[src/rtl/pano_hscale_gen.sv]
module pano_hscale_gen #(
  parameter int DPW  = 11,
  parameter int INCW = 9
) (
  input  logic                 clk,
  input  logic                 rst_n,
  input  logic                 line_start,
  input  logic                 step_en,
  input  logic                 pano_en,
  input  logic [11:0]          base_scale,
  input  logic [5*INCW-1:0]    seg_inc,
  input  logic [4*DPW-1:0]     seg_bound,
  input  logic [DPW-1:0]       line_len,
  output logic                 out_valid,
  output logic [2:0]           seg_id,
  output logic [14:0]          scale_out,
  output logic [1:0]           adv,
  output logic [11:0]          phase
);
  localparam int SW = 15;
  localparam logic signed [SW+1:0] SMIN = 17'sd8192;
  localparam logic signed [SW+1:0] SMAX = 17'sd32767;

  logic [DPW-1:0] cnt_q;
  logic [SW-1:0]  scl_q;
  logic [11:0]    ph_q;
  logic [2:0]     seg;

  always_comb begin
    seg = 3'd4;
    for (int i = 3; i >= 0; i--)
      if (cnt_q < seg_bound[i*DPW +: DPW]) seg = 3'(i);
  end

  logic signed [INCW-1:0] inc_sel;
  logic signed [SW+1:0]   raw;
  logic [SW-1:0]          scl_next, scl_load;
  logic [13:0]            sum;
  logic                   active;

  assign inc_sel  = $signed(seg_inc[seg*INCW +: INCW]);
  assign raw      = $signed({2'b00, scl_q}) + (pano_en ? (SW+2)'(inc_sel) : '0);
  assign scl_next = (raw < SMIN) ? SW'(SMIN) : (raw > SMAX) ? SW'(SMAX) : raw[SW-1:0];
  assign scl_load = (base_scale < 12'd1024) ? SW'(SMIN) : {base_scale, 3'b000};
  assign sum      = {2'b00, ph_q} + {1'b0, scl_q[SW-1:3], 1'b0};
  assign active   = step_en && (cnt_q < line_len);
  assign phase    = ph_q;

  always_ff @(posedge clk) begin
    if (!rst_n) begin
      cnt_q     <= '1;
      scl_q     <= SW'(SMIN);
      ph_q      <= '0;
      out_valid <= 1'b0;
      seg_id    <= '0;
      scale_out <= '0;
      adv       <= '0;
    end else begin
      out_valid <= 1'b0;
      if (line_start) begin
        cnt_q <= '0;
        scl_q <= scl_load;
        ph_q  <= '0;
      end else if (active) begin
        out_valid <= 1'b1;
        seg_id    <= seg;
        scale_out <= scl_q;
        adv       <= sum[13:12];
        ph_q      <= sum[11:0];
        scl_q     <= scl_next;
        cnt_q     <= cnt_q + 1'b1;
      end
    end
  end
endmodule


[config.mk]
export PLATFORM = sky130hd
export DESIGN_NAME = pano_hscale_gen
export DESIGN_NICKNAME = d
export VERILOG_FILES = /design/src/rtl/pano_hscale_gen.sv
export SDC_FILE = /design/constraint.sdc
export NUM_CORES = 1
export LEC_CHECK = 0
export BUFFER_PORTS_ARGS = -buffer_cell sky130_fd_sc_hd__buf_2
export CORE_ASPECT_RATIO = 0.9
export CORE_MARGIN = 10
export CORE_UTILIZATION = 48
export CTS_CLUSTER_DIAMETER = 40
export CTS_CLUSTER_SIZE = 28
export DETAILED_ROUTE_END_ITERATION = 16
export PLACE_DENSITY = 0.78
export SYNTH_ARGS = -nofsm -noshare
export SYNTH_HDL_FRONTEND = slang
export SYNTH_SLANG_ARGS = --single-unit
[constraint.sdc]
create_clock -name clk -period 5.9 [get_ports clk]
set_input_delay 1.18 -clock clk [delete_from_list [all_inputs] [get_ports clk]]
set_output_delay 1.18 -clock clk [all_outputs]
set_load 0.02 [all_outputs]
==> results.cfg <==
[timing]
max_slew.worst_pin.slew_ns = 1.01
hold_viol_final = 0
post-route-worst-setup-slack_ns = 0.161
fmaxAchievable_ghz = 0.174
skew_ns = 0.00880
slew_headroom = 0.326
finalWorstPathRequiredPeriod_ns = 5.74
setup-violations-final = 0
rsz0062_at_grt = true
finalMaxSlewViolations = 0
holdWs_ns = 0.450
final.period_utilization = 0.973

[logic_synthesis]
synth_async_sr_flop_share = 0
synth.top_cells.by_area = dfxtp_1, ha_1, a21oi_1, nand2_1, inv_1
synth-edff-count = 0
synthFlopType = dfxtp_1
synth_area_leader_cell = dfxtp_1
synth_seq_cells = 58
yosysSeqAreaShare = 0.223
syn_avg_cell_area_sq_um = 8.04
syn_inst = 648
synth_nets = 845
area_share_of_the_leading_cell_type_in_the_synthesized_netlist = 0.223
post_synth_num_cell_types = 69
synth.cell_area_sq_um = 5210
synth-warning-count = 0

[min_path]
worst_hold_startpoint = scale_out[11]
worst_hold_path_type = reg2reg

[placement]
placed_cell_area_sq_um = 6310
buffer_ports.inserted = 148
place_hpwl_um = 12000
gp_congestion = 0.949
pre_cts_ws_ns = -0.253
place.detailed.instances = 946

[cells_and_area]
design.final.nets = 1030
postLayoutCellArea_sq_um = 6890
post_route_cells_drive_above_1_share = 0.310
layout.area.seq_sq_um = 1160
antenna_diode_count = 0
n_fill_cell = 914
layout-area-overhead-vs-synth_pct = 32.2
combined_area_of_the_multi_input_logic_cells_sq_um = 3870
finish.cell_count_without_fillers = 971

[floorplan]
design.die.area_sq_um = 15400
die_w_um = 130
boundaryPins = 150
die_h_um = 119
coreArea_sq_um = 10700
initial_standard_cell_utilization_of_the_core = 0.486
rows = 36

[run_status]
run_status = finished, final reports clean

[power_and_ir_drop]
power.switching_fraction = 0.325
p_int_mw = 1.07
total_switching_power_mw = 0.514
combPwrFrac = 0.363
seqPwrFrac = 0.284
peakVddDrop_v = 0.000174
power.share.clock = 0.354
power_density_nw_per_um2 = 230
cellLeakagePower_nw = 3.44
p_total_mw = 1.58

[critical_path]
timing.critical_path.from_type = input pin
path_depth_of_the_worst_reg2reg_path = 24
critical_path_arrival_ns = 5.96
setup.worst_path.end_class = flip-flop
critical_path_peak_fanout = 7
timing.setup.critical_path_class = in2reg
critical_path_data_required_time_ns = 6.12
worstSetupStartpoint = seg_bound[30]
path_depth = 26
ff2ff_setup_slack_ns = 0.66
worstPathBufferInverterCount = 5
critPathSlowestCell = mux4_2
cp_slowest_stage_delay_ns = 0.50
critPathTopFamily = compound AO/OA/AOI/OAI gates
reg2reg_to = scl_q[14]
crit_path_end = scl_q[14]
worstReg2RegStart = cnt_q[2]

[grt]
grt_start_max_net_pins = 33
grt_first_pass_wirelength_um = 24700
groute.usage.overall = 0.192
via_count_of_the_first_global_routing_pass = 5091
grt_antenna_before_repair = 0
globalRoute.totalOverflow = 0

[clock_network]
clock_tree.buffer_depth = 2
worst_path_clk_slew_ns = 0.05
cts_tree = yes
clkLatencyLatePin_ns = 0.33
cts_root_buffer = clkbuf_16
clock_sinks = 58
cts-buffers-inserted = 9
h-tree-depth = 3

[drt]
avgViaCountPerCell = 5.48
route.vias.total = 5318
detail_route.wirelength_um = 15900
post-route-drc-count = 0
dr.pass1.iters = 5
final_antenna_net_count = 0
drt-wirelength-per-cell_um = 16.4
drt_first_iter_violations = 409

[run]
max_cap_viols = 0
==> synth_stat cells, types with 3 or more instances <==
master	instances
ha_1	78
nand2_1	74
inv_1	68
dfxtp_1	58
a21oi_1	57
nor2_1	41
o21ai_0	34
a21o_1	30
xor2_1	18
nand3_1	15
clkbuf_1	12
a22oi_1	11
mux2i_1	9
nor2b_1	9
xnor2_1	9
a21oi_2	8
a22o_1	8
nor3_1	8
o21a_1	8
nand2b_1	7
nand4_1	5
and3_1	4
mux4_1	4
mux4_2	4
o211ai_1	4
a21boi_0	3
a31oi_1	3
and2_1	3
buf_4	3
o21ai_1	3
==> metrics by stage <==
step	utilization	TNS [ns]
after CTS	0.619	0
final	0.642	0
after global placement	0.589	-1.96
after global routing	0.642	-0.0519
after floorplan	-	0
after detailed placement	0.589	-3.28
==> cell usage in the layout (no fill, tap or decap), drive strengths merged, types with 2 or more instances in the layout <==
master  count
buf       191
ha         78
nand2      74
inv        68
a21oi      65
dfxtp      58
nor2       41
o21ai      39
a21o       30
xor2       18
nand3      17
clkbuf     12
a22oi      11
xnor2       9
mux2i       9
nor2b       9
nor3        9
o21a        8
a22o        8
mux4        8
nand2b      7
nand4       5
o211ai      5
and3        4
and2        4
a31oi       3
a21boi      3
or2         3
o31a        3
o31ai       3
clkinv      3
or3b        2
nor3b       2
a211oi      2
fa          2
bufinv      2
o22ai       2
o311ai      2
mux2        2
==> state kept, by name, summed over array words and instances, names as in the netlist <==
signal,count
scl_q,15
seg_id,3
phase,11
cnt_q,11
scale_out,15
out_valid,1
adv,2
==> cells by family (layout without fill, tap and decap cells) <==
| family | after synthesis | after routing | share of synthesized area |
|---|---|---|---|
| AO/OA/AOI/OAI | 196 | 196 | 0.252 |
| XOR/XNOR | 27 | 27 | 0.0454 |
| buffers and inverters | 89 | 277 | 0.0682 |
| other | 1 | 1 | 0.000720 |
| adder cells (fa/ha/maj) | 80 | 80 | 0.195 |
| AND/OR/NAND/NOR | 179 | 180 | 0.158 |
| multiplexers | 18 | 19 | 0.0576 |
| flip-flops | 58 | 58 | 0.223 |
==> layer usage <==
metal,vias up,track usage,part of all wire
met5,-,0,0
met3,17,0.0404,0.079
met1,2431,0.260,0.45
li1,2670,-,-
met2,200,0.305,0.47
met4,0,0.0428,0.0091
==> how the worst min path moves through the flow <==
stage,to,cells past startpoint
6_report,scale_out[11],2
3_5_place_dp,scale_out[12],2
5_1_grt,seg_id[2],2
4_1_cts,scale_out[12],2
3_3_place_gp,scale_out[3],2
2_1_floorplan,scl_q[0],2
==> layout make-up <==
class,count,share of cell area
clock inverter,5,0.0113
timing repair buffer,192,0.160
sequential,58,0.169
inverter,69,0.0376
clock buffer,11,0.0352
multi-input combinational,503,0.563
tap,133,0.0242
==> worst register-to-register path, cell delays in order, from the launching register on <==
cell      delay, ns
dfxtp_1        0.49
ha_1           0.31
a21oi_1        0.12
o21ai_1        0.13
a221o_1        0.33
or2_1          0.25
nor2b_4        0.14
o21ai_4        0.22
buf_12         0.16
mux4_2         0.50
a22o_1         0.19
ha_1           0.21
inv_1          0.08
fa_1           0.21
nor2b_2        0.05
o31a_2         0.32
o211ai_4       0.22
o211ai_1       0.15
xnor2_1        0.15
o21ai_1        0.14
o211ai_1       0.20
buf_4          0.21
nand3_4        0.13
a21oi_1        0.06
o21a_1         0.18
==> power groups by stage <==
stage	Clock [mW]	Combinational (mW)	Sequential (mW)
2_1_floorplan	0	0.342	0.451
3_3_place_gp	0	0.501	0.454
3_5_place_dp	0	0.511	0.455
4_1_cts	0.565	0.514	0.447
5_1_grt	0.583	0.636	0.452
6_report	0.560	0.575	0.449
==> what timing repair did <==
item / in CTS / in global routing
hold buffers: 0 / 0
setup buffers: 0 / 6
endpoints found under the setup margin: 0 / 15
endpoints found under the hold margin: 0 / 0
gates resized for setup: 0 / 33
Power figures use the tool's default switching activity.
